--- src/rtl/hpp_pkg.sv ---
package hpp_pkg;

  typedef enum logic {
    PM_INDIV = 1'b0,
    PM_GANG  = 1'b1
  } pmode_e;

  // next powered state: fault beats off, off beats on
  function automatic logic next_power(input logic cur, input logic flt,
                                      input logic on, input logic off);
    if (flt)      return 1'b0;
    else if (off) return 1'b0;
    else if (on)  return 1'b1;
    else          return cur;
  endfunction

  // sticky flag: set beats clear
  function automatic logic next_sticky(input logic cur, input logic set,
                                       input logic clr);
    if (set)      return 1'b1;
    else if (clr) return 1'b0;
    else          return cur;
  endfunction

endpackage

--- src/rtl/hpp_oc_filter.sv ---
module hpp_oc_filter #(
  parameter int LEN = 16
) (
  input  logic clk,
  input  logic rst_n,
  input  logic oc_n_i,
  output logic flt_o,
  output logic acc_o
);
  localparam int CW = (LEN > 2) ? $clog2(LEN) : 1;
  localparam logic [CW-1:0] LAST = CW'(LEN - 1);

  logic [CW-1:0] run_cnt;
  logic          run_full;

  assign run_full = (run_cnt == LAST);

  always_ff @(posedge clk) begin
    if (!rst_n) begin
      run_cnt <= '0;
      flt_o   <= 1'b0;
      acc_o   <= 1'b0;
    end else if (oc_n_i) begin
      run_cnt <= '0;
      flt_o   <= 1'b0;
      acc_o   <= 1'b0;
    end else begin
      acc_o <= run_full & ~flt_o;
      if (run_full) flt_o   <= 1'b1;
      else          run_cnt <= run_cnt + 1'b1;
    end
  end

  // a fault can only appear after a low sample
  assert_rise_after_low_R4: assert property (@(posedge clk) disable iff (!rst_n)
    $rose(flt_o) |-> $past(!oc_n_i));

  // a high sample clears the filtered fault
  assert_high_clears_R4: assert property (@(posedge clk) disable iff (!rst_n)
    oc_n_i |=> !flt_o);

  // acceptance pulse coincides with fault rising
  assert_acc_on_rise_R4: assert property (@(posedge clk) disable iff (!rst_n)
    acc_o |-> flt_o);

endmodule

--- src/rtl/hpp_port_slot.sv ---
module hpp_port_slot
  import hpp_pkg::*;
(
  input  logic clk,
  input  logic rst_n,
  input  logic flt_i,
  input  logic acc_i,
  input  logic on_i,
  input  logic off_i,
  input  logic clr_i,
  output logic pwr_o,
  output logic chg_o
);

  always_ff @(posedge clk) begin
    if (!rst_n) begin
      pwr_o <= 1'b0;
      chg_o <= 1'b0;
    end else begin
      pwr_o <= next_power(pwr_o, flt_i, on_i, off_i);
      chg_o <= next_sticky(chg_o, acc_i, clr_i);
    end
  end

  // a fault removes power next cycle
  assert_fault_powers_down_R5: assert property (@(posedge clk) disable iff (!rst_n)
    flt_i |=> !pwr_o);

  // a clean on request powers the port
  assert_on_powers_up_R3: assert property (@(posedge clk) disable iff (!rst_n)
    (on_i && !off_i && !flt_i) |=> pwr_o);

  // off request removes power
  assert_off_powers_down_R3: assert property (@(posedge clk) disable iff (!rst_n)
    off_i |=> !pwr_o);

  // acceptance sets the change flag
  assert_chg_set_R7: assert property (@(posedge clk) disable iff (!rst_n)
    acc_i |=> chg_o);

  // clear without set drops the flag
  assert_chg_clear_R7: assert property (@(posedge clk) disable iff (!rst_n)
    (clr_i && !acc_i) |=> !chg_o);

endmodule

--- src/rtl/hub_port_power.sv ---
module hub_port_power
  import hpp_pkg::*;
#(
  parameter int NUM_PORTS = 4,
  parameter int FILT_LEN  = 16
) (
  input  logic                 clk,
  input  logic                 rst_n,
  input  logic                 gang_mode,
  input  logic [NUM_PORTS-1:0] pwr_on_req,
  input  logic [NUM_PORTS-1:0] pwr_off_req,
  input  logic [NUM_PORTS-1:0] oc_n,
  input  logic [NUM_PORTS-1:0] chg_clr,
  output logic [NUM_PORTS-1:0] pwr_en_n,
  output logic [NUM_PORTS-1:0] port_pwr,
  output logic [NUM_PORTS-1:0] port_oc,
  output logic [NUM_PORTS-1:0] oc_chg
);

  // ganged mode ORs a vector across ports, individual passes it through
  function automatic logic [NUM_PORTS-1:0] spread(input pmode_e m,
                                                  input logic [NUM_PORTS-1:0] v);
    return (m == PM_GANG) ? {NUM_PORTS{|v}} : v;
  endfunction

  pmode_e mode_q;

  always_ff @(posedge clk) begin
    if (!rst_n) mode_q <= pmode_e'(gang_mode);
  end

  logic [NUM_PORTS-1:0] flt_raw, acc_raw;
  logic [NUM_PORTS-1:0] flt_eff, acc_eff, on_eff, off_eff, clr_eff;

  for (genvar g = 0; g < NUM_PORTS; g++) begin : g_filt
    hpp_oc_filter #(.LEN(FILT_LEN)) u_filt (
      .clk    (clk),
      .rst_n  (rst_n),
      .oc_n_i (oc_n[g]),
      .flt_o  (flt_raw[g]),
      .acc_o  (acc_raw[g])
    );
  end

  assign flt_eff = spread(mode_q, flt_raw);
  assign acc_eff = spread(mode_q, acc_raw);
  assign on_eff  = spread(mode_q, pwr_on_req);
  assign off_eff = spread(mode_q, pwr_off_req);
  assign clr_eff = spread(mode_q, chg_clr);

  for (genvar g = 0; g < NUM_PORTS; g++) begin : g_slot
    hpp_port_slot u_slot (
      .clk   (clk),
      .rst_n (rst_n),
      .flt_i (flt_eff[g]),
      .acc_i (acc_eff[g]),
      .on_i  (on_eff[g]),
      .off_i (off_eff[g]),
      .clr_i (clr_eff[g]),
      .pwr_o (port_pwr[g]),
      .chg_o (oc_chg[g])
    );
  end

  assign pwr_en_n = ~port_pwr;
  assign port_oc  = flt_eff;

  // first cycle after reset has everything off
  assert_reset_state_R1: assert property (@(posedge clk) disable iff (!rst_n)
    $rose(rst_n) |-> (port_pwr == '0 && oc_chg == '0 && port_oc == '0));

  // mode never moves while out of reset
  assert_mode_static_R10: assert property (@(posedge clk) disable iff (!rst_n)
    rst_n |=> $stable(mode_q));

  // ganged ports all share one power state
  assert_gang_uniform_R8: assert property (@(posedge clk) disable iff (!rst_n)
    (mode_q == PM_GANG) |-> (port_pwr == '0 || port_pwr == '1));

  // ganged change flags all equal
  assert_gang_chg_uniform_R9: assert property (@(posedge clk) disable iff (!rst_n)
    (mode_q == PM_GANG) |-> (oc_chg == '0 || oc_chg == '1));

  // any raw fault in ganged mode drops every port
  assert_gang_fault_all_off_R9: assert property (@(posedge clk) disable iff (!rst_n)
    (mode_q == PM_GANG && |flt_raw) |=> (port_pwr == '0));

endmodule

--- config.mk ---
export PLATFORM = sky130hd
export DESIGN_NAME = hub_port_power
export DESIGN_NICKNAME = d
export VERILOG_FILES = /design/src/rtl/hpp_pkg.sv /design/src/rtl/hpp_oc_filter.sv /design/src/rtl/hpp_port_slot.sv /design/src/rtl/hub_port_power.sv
export SDC_FILE = /design/constraint.sdc
export NUM_CORES = 1
export LEC_CHECK = 0
export BUFFER_PORTS_ARGS = -buffer_cell sky130_fd_sc_hd__buf_2
export CAP_MARGIN = 15
export CORE_ASPECT_RATIO = 0.75
export CORE_UTILIZATION = 40
export CTS_BUF_LIST = sky130_fd_sc_hd__clkbuf_8
export CTS_CLUSTER_SIZE = 14
export DETAILED_ROUTE_END_ITERATION = 10
export PLACE_DENSITY = 0.65
export SYNTH_ARGS = -nofsm -noshare
export SYNTH_HDL_FRONTEND = slang
export SYNTH_SLANG_ARGS = --single-unit
--- constraint.sdc ---
create_clock -name clk -period 1.5 [get_ports clk]
set_input_delay 0 -clock clk [delete_from_list [all_inputs] [get_ports clk]]
set_output_delay 0 -clock clk [all_outputs]
set_load 0.005 [all_outputs]
# Word level (Yosys, flattened, before mapping)

Index checks and enable logic that the tools add are counted.

$add $sub $neg: 4
Equality and inequality tests: 4
Mux-type cells: 13
Bitwise gates (word level): 10
Reductions and logical operators: 17

Operators with widths:

| cell                  | number |
|---|---|
| $mux W4               | 5 |
| $reduce_or A4 Y1      | 5 |
| $add A4 B1 Y4 const B | 4 |
| $eq A4 B4 Y1 const B  | 4 |
| $reduce_or A3 Y1      | 4 |
| $mux W1               | 8 |
| $reduce_bool A2 Y1    | 4 |
| $reduce_or A2 Y1      | 4 |
| $not A1 Y1            | 5 |
| $and A1 B1 Y1         | 4 |
| $not A4 Y4            | 1 |

Register bits: 33
Input bits: 19
Output and inout bits: 16
Word-level logic and storage cells: 69

# Depth between registers and ports, before layout

Gate-level depths: netlist (run 1).

Word-level depth: 4
Gate-level depth with buffers: 4
Depth with buffers taken out: 4

# By module

Synthesis (run 1) repeated with hierarchy kept, for this count alone.

Cells, all modules: 177
Area total of the unflattened synthesis: 1631.6 µm²

By module, submodules not included:

| module         | times used | cells each | area each (µm²) | seq. area each (µm²) |
|---|---|---|---|---|
| hpp_oc_filter  | 4          | 25         | 256.5           | 120.1 |
| hub_port_power | 1          | 53         | 315.3           | 30.0 |
| hpp_port_slot  | 4          | 6          | 72.6            | 40.0 |

# Worst setup path before layout (run 1)

Ideal clock, no wire load.

Path kind: register to register
Start: register mode_q
End: register g_slot[1].u_slot.pwr_o
Library setup time: 0.112 ns
Arrival: 1.118 ns
Required time: 1.388 ns
Path slack: 0.270 ns
Stages on the path, launching flop included: 5
Path buffers: 1
Period minus slack after synthesis: 1.230 ns
Path through: edfxtp_1 buf_2 inv_1 o21ai_1 a2111oi_1

Word-level cells in the longest chain between the ends: 2
Elaborated cells on any way between the ends: 4
Classes of those cells: mux: 3; reduce/logical: 1

RTL lines:

| item                       | RTL line             | RTL |
|---|---|---|
| start, declared            | hub_port_power.sv:26 | `pmode_e mode_q;` |
| start signal, assigned     | hub_port_power.sv:29 | `if (!rst_n) mode_q <= pmode_e'(gang_mode);` |
| $mux W4                    | hub_port_power.sv:23 | `return (m == PM_GANG) ? {NUM_PORTS{\|v}} : v;` |
| $reduce_or A3 Y1 (no line) | --                   |  |
| end signal, assigned       | hpp_port_slot.sv:20  | `pwr_o <= next_power(pwr_o, flt_i, on_i, off_i);` |
| end, declared              | hpp_port_slot.sv:11  | `output logic pwr_o,` |

Several ways; a longest one is shown, not always the timed one.
A chain may end at the register's enable or synchronous reset.

# Final worst setup path (run 1)

Start: input pwr_off_req[0]
End: register g_slot[3].u_slot.pwr_o

Word-level cells in the longest chain between the ends: 3

RTL lines:

| item                       | RTL line             | RTL |
|---|---|---|
| start, declared            | hub_port_power.sv:11 | `input logic [NUM_PORTS-1:0] pwr_off_req,` |
| $reduce_or A4 Y1           | hub_port_power.sv:23 |  |
| $mux W4                    | hub_port_power.sv:23 |  |
| $reduce_or A3 Y1 (no line) | --                   |  |
| end signal, assigned       | hpp_port_slot.sv:20  |  |
| end, declared              | hpp_port_slot.sv:11  |  |

No other way between the ends.

==> run metrics, run 1 <==
outcome finished clean; Switching Share 24.8%; routed vias 1249; CP max-delay cell dlygate4sd3_1; total global routing overflow 0; synthesized instance count 160; Worst-Skew Late Latency 0.29 ns; Critical Path Start Type input pin; post-detail-place hpwl 2240 µm; post-synthesis sequential area ratio 46.0%; RSZ-0062 raised after global routing false; CP peak stage delay 0.53 ns; Inst Count DP 222; Slew HR 76.5%; H-tree Lvls 2; Slew Limit Fails 0; Max Cap Viol 0; CTS Buffer Depth 2; fin cells 235; flops & latches, synth 33; Synth cell types 25; critical setup path kind in2reg; first-pass GRT wire length 4800 µm; Num CTS Buffers 5; Buffers on Ports 34; ys flop type dfxtp_1; Flop pwr share 53.4%; Final Critical Period 1.38 ns; Post-synth EDFFs 1; Pre-antenna DRT Iters 4; initial antenna violation count 0; final setup violation count 0; ANT nets after route 0; pin count of the biggest net entering global routing 12; Max Clk Rate 0.725 GHz; Area growth syn-to-layout 18.8%; Chip Width 71.7 µm; Initial Util 43.1%; commonest non-fill, non-tap cells in the layout buf_2, dfxtp_1, nor2_1, inv_1, nor3_1; Power Density 994 mW/mm²; DRT iter0 DRCs 69; Yosys warnings 0; Clk pin slew, worst setup/hold paths 0.07 ns; GRT Total Usage 16.8%; Least-Margin Pin Slew 0.351 ns; commonest non-fill, non-tap cell in the layout buf_2; top-area cell type share of the netlist area 43.9%; final hold vios 0; sw power 427 µW; Data required, critical path 1.66 ns; Crit. End Element flop; # fillers 320; Tcrit/Tclk final 92.0%; Worst VDD drop 0.399 mV; power share of the combinational group 8.8%; Pleak 0.744 nW; asr flop ratio synth 0%; core area 0.00338 mm²; gpl congestion 0.764; worst hold slack 0.0694 ns; row cnt 18; DR WL/cell 12.7 µm; CP Cell Sequence dlygate4sd3_1 > buf_2 > nor4_1 > o21ai_1 > a2111oi_1; Hold Crit Class in2reg; CTS tree done; syn_nets 183; crit path DAT 1.54 ns; die footprint 0.00389 mm²; Final Net Count 217; clock sink count 33; Routed WL 2990 µm; Clk pwr share 37.7%; Setup TNS 0 ns; Die Ht 54.3 µm; Setup Skew 0.00681 ns; diode count 0; top cells by area, synth dfxtp_1, buf_4, nor2_1; total power 1.72 mW; CP Max Fanout 4; number of vias per cell 5.31; Netlist Area Pre-Place 0.00146 mm²; Root Driver clkbuf_8; Mean Syn Cell Area 9.11 µm²; vias in the first global route 1132; share of layout cells above drive strength 1 23.6%; DRC viols 0; Cell Int Power 1.30 mW; post-synth top area cell dfxtp_1; # IOs 35
-- layout make-up --
| class | instances | area [µm²] | area share, % |
|---|---|---|---|
| Multi-Input combinational cell | 100 | 644 | 37.2 |
| Clock inverter | 3 | 17.5 | 1.01 |
| Clock buffer | 5 | 68.8 | 3.97 |
| Inverter | 14 | 52.6 | 3.03 |
| Tap cell | 40 | 50.0 | 2.89 |
| Timing Repair Buffer | 40 | 228 | 13.2 |
| Sequential cell | 33 | 671 | 38.7 |
-- layer usage --
layer / routed length (µm) / vias up / GRT usage, %
met5: 0 / - / 0
met3: 161 / 7 / 4.60
met4: 70 / 0 / 11.8
met1: 1430 / 576 / 19.7
li1: - / 630 / -
met2: 1330 / 36 / 27.7
-- power groups by stage --
| stage | clock network [mW] | logic [mW] | registers [mW] |
|---|---|---|---|
| final | 0.650 | 0.152 | 0.920 |
| after CTS | 0.658 | 0.151 | 0.920 |
| after global placement | 0 | 0.136 | 0.937 |
| after floorplan | 0 | 0.0847 | 0.935 |
| after detailed placement | 0 | 0.140 | 0.940 |
| after global routing | 0.707 | 0.171 | 0.923 |
-- timing repair --
| item | in CTS | in global routing |
|---|---|---|
| setup buffers | 0 | 0 |
| endpoints found under the setup margin | 0 | 1 |
| hold buffers | 5 | 0 |
| resized for setup | 0 | 1 |
| endpoints found under the hold margin | 5 | 0 |
-- Yosys cell counts (4+ instances only) --
| master | n |
|---|---|
| o31ai_1 | 4 |
| a211oi_1 | 4 |
| dfxtp_1 | 32 |
| buf_4 | 12 |
| o31a_1 | 4 |
| nand2_1 | 4 |
| mux2i_1 | 4 |
| a31oi_1 | 4 |
| nor2_1 | 24 |
| a311oi_1 | 4 |
| nor3_1 | 12 |
| nand3_1 | 8 |
| inv_1 | 14 |
| xnor2_1 | 4 |
| nand2b_1 | 4 |
| ha_1 | 4 |
| a21oi_1 | 8 |
-- sequential cells by signal, indices dropped and copies added (netlist names) --
signal / cells
g_filt.u_filt.run_cnt: 16
mode_q: 1
g_slot.u_slot.pwr_o: 4
g_slot.u_slot.chg_o: 4
g_filt.u_filt.acc_o: 4
g_filt.u_filt.flt_o: 4
-- worst max-delay path: cells and delay by family --
family	cells	cell delay, ns
buf+inv	2	0.67
compound gates	2	0.56
simple gates	1	0.31
-- worst paths after layout --
| kind | slack (ns) | cells past startpoint | to | startpoint |
|---|---|---|---|---|
| max reg2reg | 0.17 | 3 | g_slot[3].u_slot.pwr_o | mode_q |
| min reg2reg | 0.49 | 2 | g_slot[3].u_slot.chg_o | g_filt[3].u_filt.acc_o |
| max | 0.12 | 5 | g_slot[3].u_slot.pwr_o | pwr_off_req[0] |
| min | 0.07 | 4 | g_slot[3].u_slot.chg_o | chg_clr[3] |
-- cell families after synthesis --
group	synth area share (%)
flops	46.0
mux	2.75
fa+ha+maj	3.43
buf+inv	10.1
simple gates	17.7
xor+xnor	2.40
compound gates	17.6
-- stage by stage --
step                area, µm²  utilization (%)  setup slack [ns]
detailed placement       1590             47.1             0.190
global route             1730             51.3            0.0266
finish                   1730             51.3             0.121
global placement         1590             47.1             0.284
CTS                      1730             51.1             0.154
floorplan                1460                -             0.270
No activity file was read; power rests on OpenSTA's default activity.
==> inputs of run 2 (changes only) <==
==> constraint.sdc (replaced) <==
create_clock -name clk -period 1.7 [get_ports clk]
set_input_delay 0 -clock clk [delete_from_list [all_inputs] [get_ports clk]]
set_output_delay 0 -clock clk [all_outputs]
set_load 0.005 [all_outputs]
==> run 2 against run 1 <==
  * Die area did not move
  * Sequential power fell by 12%
  * Cell area rose by 1.4%
  * Largest power group unchanged
  * Combinational power fell by 13%
  * Global-route usage fell by 0.39 points
  * Non-clock buffer count did not move
  * Register-to-register slack improved by 0.22 ns
  * Wire length fell by 1.2%
  * Critical path depth did not move
  * Count of clock-buffer cells in the layout rose by 1
  * Via count fell by 0.88%
==> run metrics, run 2 (synthesis gave the netlist of run 1 again) <==
outcome finished clean; R2R cell count 3; CTS tree done; Setup Skew 0.00729 ns; Data required, critical path 1.86 ns; min-delay src chg_clr[2]; Tcrit/Tclk final 78.6%; GRT Total Usage 16.4%; Initial Util 43.1%; Hold Crit Class in2reg; largest reg by FF count g_filt.u_filt.run_cnt; die footprint 0.00389 mm²; Clk pin slew, worst setup/hold paths 0.07 ns; Routed WL 2960 µm; Final Net Count 217; pre-CTS setup slack 0.376 ns; Worst-Skew Late Latency 0.28 ns; pin count of the biggest net entering global routing 11; Hold Path Sink g_slot[2].u_slot.chg_o; share of layout cells above drive strength 1 22.6%; gpl congestion 0.764; Chip Width 71.7 µm; Critical R2R Launch g_filt[2].u_filt.flt_o; Critical Path Start Type input pin; post-detail-place hpwl 2270 µm; Die Ht 54.3 µm; DR WL/cell 12.6 µm; max FFs per register 16; Buffers on Ports 34; vias in the first global route 1066; Root Driver clkbuf_8; Num CTS Buffers 5; Area growth syn-to-layout 20.5%; Min-Delay Path Depth 4; CP Max Fanout 4; final setup violation count 0; Max Clk Rate 0.749 GHz; Max Cap Viol 0; DRT iter0 DRCs 41; Setup TNS 0 ns; Worst VDD drop 0.359 mV; number of vias per cell 5.27; ANT nets after route 0; Crit. End Element flop; Least-Margin Pin Slew 0.349 ns; first-pass GRT wire length 4690 µm; H-tree Lvls 2; clock sink count 33; final hold vios 0; Pre-antenna DRT Iters 4; core area 0.00338 mm²; CTS Buffer Depth 2; commonest non-fill, non-tap cell in the layout buf_2; commonest non-fill, non-tap cells in the layout buf_2, dfxtp_1, nor2_1, inv_1, nor3_1; Slew Limit Fails 0; DRC viols 0; crit path DAT 1.50 ns; routed vias 1238; Power Density 958 mW/mm²; Pleak 0.761 nW; Slew HR 76.6%; row cnt 18; RSZ-0062 raised after global routing false; # IOs 35; diode count 0; worst reg2reg setup slack 0.39 ns; critical setup path kind in2reg; Final Critical Period 1.34 ns; worst setup margin 0.364 ns; post-CTS setup buffer count 0; initial antenna violation count 0; total global routing overflow 0; reg-to-reg endpoint g_slot[3].u_slot.pwr_o
run 2: timing repair:
| action | in CTS | in global routing |
|---|---|---|
| endpoints found under the hold margin | 5 | 0 |
| hold buffers | 5 | 0 |
| resized for setup | 0 | 0 |
run 2: cell type report:
cell class | instances | area [µm²]
sequential | 33 | 671
clock buffer | 6 | 82.6
multi-input combinational | 100 | 639
fill | 319 | 1620
clock inverter | 2 | 33.8
timing repair buffer | 40 | 228
tap | 40 | 50.0
inverter | 14 | 52.6
run 2: worst max-delay path by stage:
stage,slack [ns],from,end,depth (start not counted)
after CTS,0.35,pwr_off_req[0],g_slot[3].u_slot.pwr_o,5
after detailed placement,0.38,g_filt[2].u_filt.flt_o,g_slot[3].u_slot.pwr_o,3
after floorplan,0.47,mode_q,g_slot[1].u_slot.pwr_o,4
after global placement,0.48,g_filt[2].u_filt.flt_o,g_slot[1].u_slot.pwr_o,3
final,0.36,pwr_off_req[0],g_slot[2].u_slot.pwr_o,5
after global routing,0.24,pwr_off_req[0],g_slot[2].u_slot.pwr_o,5
run 2: report_power, final:
group | switching (mW) | internal (mW) | leakage [nW]
clock | 0.267 | 0.471 | 0.0626
sequential | 0.0164 | 0.796 | 0.269
combinational | 0.0675 | 0.0649 | 0.429
run 2: metal layers:
metal	track usage (%)	up-vias	part of all wire, %
li1	-	625	-
met1	19.1	564	48
met2	27.5	44	44
met3	6.63	5	7.1
met4	6.86	0	0.71
met5	0	-	0
run 2: per-stage QoR:
| step | area, µm² | power (mW) | hold WS (ns) | cells | utilization (%) |
|---|---|---|---|---|---|
| finish | 1760 | 1.68 | 0.0723 | 235 | 52.0 |
| floorplan | 1460 | 0.900 | 0.0989 | 160 | - |
| CTS | 1760 | 1.70 | 0.0653 | 235 | 52.0 |
| global route | 1760 | 1.75 | 0.0924 | 235 | 52.0 |
| detailed placement | 1590 | 0.953 | 0.190 | 222 | 47.1 |
| global placement | 1590 | 0.947 | 0.195 | 222 | 47.1 |
run 2: critical path, stage by stage:
cell and delay, ns:
dlygate4sd3_1 0.53, buf_2 0.13, nor4_1 0.30, o21ai_1 0.17
a2111oi_1 0.37
==> inputs of run 3 (changes only) <==
--- a/config.mk
+++ b/config.mk
@@ -5,6 +5,7 @@
 export SDC_FILE = /design/constraint.sdc
 export NUM_CORES = 1
 export LEC_CHECK = 0
+export ABC_AREA = 1
 export BUFFER_PORTS_ARGS = -buffer_cell sky130_fd_sc_hd__buf_2
 export CAP_MARGIN = 15
 export CORE_ASPECT_RATIO = 0.75
@@ -12,7 +13,7 @@
 export CTS_BUF_LIST = sky130_fd_sc_hd__clkbuf_8
 export CTS_CLUSTER_SIZE = 14
 export DETAILED_ROUTE_END_ITERATION = 10
-export PLACE_DENSITY = 0.65
+export PLACE_DENSITY = 0.66
 export SYNTH_ARGS = -nofsm -noshare
 export SYNTH_HDL_FRONTEND = slang
 export SYNTH_SLANG_ARGS = --single-unit
==> constraint.sdc (replaced) <==
create_clock -name clk -period 1.1 [get_ports clk]
set_input_delay 0 -clock clk [delete_from_list [all_inputs] [get_ports clk]]
set_output_delay 0 -clock clk [all_outputs]
set_load 0.005 [all_outputs]
==> run 3 against run 2 <==
  * Global-route usage down 0.81 points
  * Sequential share of layout area decreased by 4.7 points
  * Critical path type is now reg2out
  * Critical path depth is the same
  * Highest routed layer unchanged
  * Worst setup slack worse by 0.40 ns
  * Sequential cell count did not move
  * Hold slack got worse by 0.074 ns
  * Clock power grew 13%
  * The flow now finishes with violations (negative hold slack, negative setup slack)
==> run metrics, run 3 <==
outcome finished, violations left; failing checks negative hold slack, negative setup slack; power share of the combinational group 11.4%; Mean Syn Cell Area 7.71 µm²; flops & latches, synth 33; crit path DAT 1.14 ns; Synth cell types 21; Max Cap Viol 0; Final Critical Period 1.14 ns; top-area cell type share of the netlist area 40.9%; share of layout cells above drive strength 1 41.9%; sw power 584 µW; syn_nets 226; asr flop ratio synth 0%; worst setup margin -0.0366 ns; Pre-antenna DRT Iters 4; Setup Skew 0.00790 ns; ys flop type dfxtp_1; max FFs per register 16; Chip Width 74.2 µm; post-synthesis sequential area ratio 42.8%; synthesized instance count 203; total global routing overflow 0; RSZ-0062 raised after global routing true; Cell Int Power 1.77 mW; Area growth syn-to-layout 29.8%; CP Max Fanout 6; DRC viols 0; Routed WL 3260 µm; Clk pwr share 35.5%; Worst-Skew Late Latency 0.29 ns; initial antenna violation count 0; number of vias per cell 4.76; Flop pwr share 53.1%; final setup violation count 4; Crit. End Element output pin; diode count 0; Power Density 1160 mW/mm²; worst reg2reg setup slack 0.03 ns; Final Net Count 271; die footprint 0.00417 mm²; top cells by area, synth dfxtp_1, a21oi_1, nand2_1; Max Clk Rate 0.880 GHz; Least-Margin Pin Slew 0.338 ns; count leader, synth dfxtp_1; Hold Crit Class in2reg; Clk pin slew, worst setup/hold paths 0.07 ns; first-pass GRT wire length 4870 µm; Slew HR 77.4%; top cells by instance count after synthesis dfxtp_1, nand2_1, inv_1; critical setup path kind reg2out; CTS Buffer Depth 2; Worst VDD drop 0.688 mV; ANT nets after route 0; Yosys warnings 0; post-synth top area cell dfxtp_1; vias in the first global route 1154; Switching Share 24.8%; Post-synth EDFFs 1; post-detail-place hpwl 2150 µm; row cnt 19; Pleak 0.906 nW; routed vias 1429; largest reg by FF count g_filt.u_filt.run_cnt; commonest non-fill, non-tap cells in the layout buf_2, a21oi_1, dfxtp_1, inv_1; clock sink count 33; Critical Path Start Type flop; Num CTS Buffers 5; Data required, critical path 1.10 ns; pre-CTS setup slack -0.0436 ns; core area 0.00371 mm²; DR WL/cell 10.9 µm; DRT iter0 DRCs 85; Buffers on Ports 34; Finished Core Util 54.8%; commonest non-fill, non-tap cell in the layout buf_2; Die Ht 56.2 µm; CTS tree done; Slew Limit Fails 0; worst hold slack -0.00137 ns; Tcrit/Tclk final 103%; final hold vios 1; H-tree Lvls 2; # IOs 35; Initial Util 42.2%; GRT Total Usage 15.6%; Root Driver clkbuf_8; gpl congestion 0.803; pin count of the biggest net entering global routing 14; Netlist Area Pre-Place 0.00157 mm²
## run 3: critical path, stage by stage, from the launching register on
cell and delay (ns):
edfxtp_1 0.43, inv_4 0.13, nand2_2 0.06, nand2_2 0.09, inv_2 0.04, buf_6 0.10
## run 3: final timing paths
path                                              from                           to  depth (start not counted)
worst max-delay path                            mode_q                   port_oc[1]                          5
worst min-delay path                           oc_n[1]  g_filt[1].u_filt.run_cnt[0]                          4
worst max register to register                  mode_q       g_slot[1].u_slot.chg_o                          5
worst min register to register  g_filt[3].u_filt.flt_o       g_filt[3].u_filt.acc_o                          1
## run 3: cell families (layout without fill, tap and decap cells)
kind of cell,Yosys count,after routing,share of synthesized area (%)
simple gates,70,70,19.8
fa+ha+maj,4,4,3.20
compound gates,52,52,19.5
buf+inv,44,89,14.6
flops,33,33,42.8
## run 3: area by class of cell
type	count	area [µm²]
Clock buffer	5	68.8
Sequential cell	33	681
Clock inverter	2	8.76
Fill cell	361	1680
Tap cell	52	65.1
Multi-Input combinational cell	126	761
Inverter	29	111
Timing Repair Buffer	53	337
## run 3: what timing repair did
action	4_1_cts	5_1_grt
setup endpoints to repair	8	19
gates resized for setup	12	38
pin swaps	4	8
buffers inserted	4	5
hold buffers	2	0
hold endpoints to repair	2	0
## run 3: metal layers
metal	up-vias	routed length [µm]	GRT usage [%]
met3	7	177	7.25
met4	0	51	4.85
li1	753	-	-
met5	-	0	0
met2	31	1480	22.1
met1	638	1550	21.0
## run 3: through the flow
stage	std cells	total power, mW	hold slack, ns	instance area (µm²)	setup TNS, ns
floorplan	203	1.42	0.0989	1570	0
global placement	282	1.49	0.198	1740	-0.0108
global route	300	2.48	0.00703	2030	-0.749
CTS	295	2.34	0.00832	1900	-0.0434
finish	300	2.36	-0.00137	2030	-0.105
detailed placement	282	1.49	0.195	1740	-0.114
## run 3: power groups by stage
| stage | clock network, mW | logic [mW] | registers (mW) |
|---|---|---|---|
| 2_1_floorplan | 0 | 0.151 | 1.27 |
| 3_3_place_gp | 0 | 0.220 | 1.27 |
| 3_5_place_dp | 0 | 0.222 | 1.27 |
| 4_1_cts | 0.854 | 0.241 | 1.25 |
| 5_1_grt | 0.927 | 0.303 | 1.25 |
| 6_report | 0.837 | 0.268 | 1.25 |
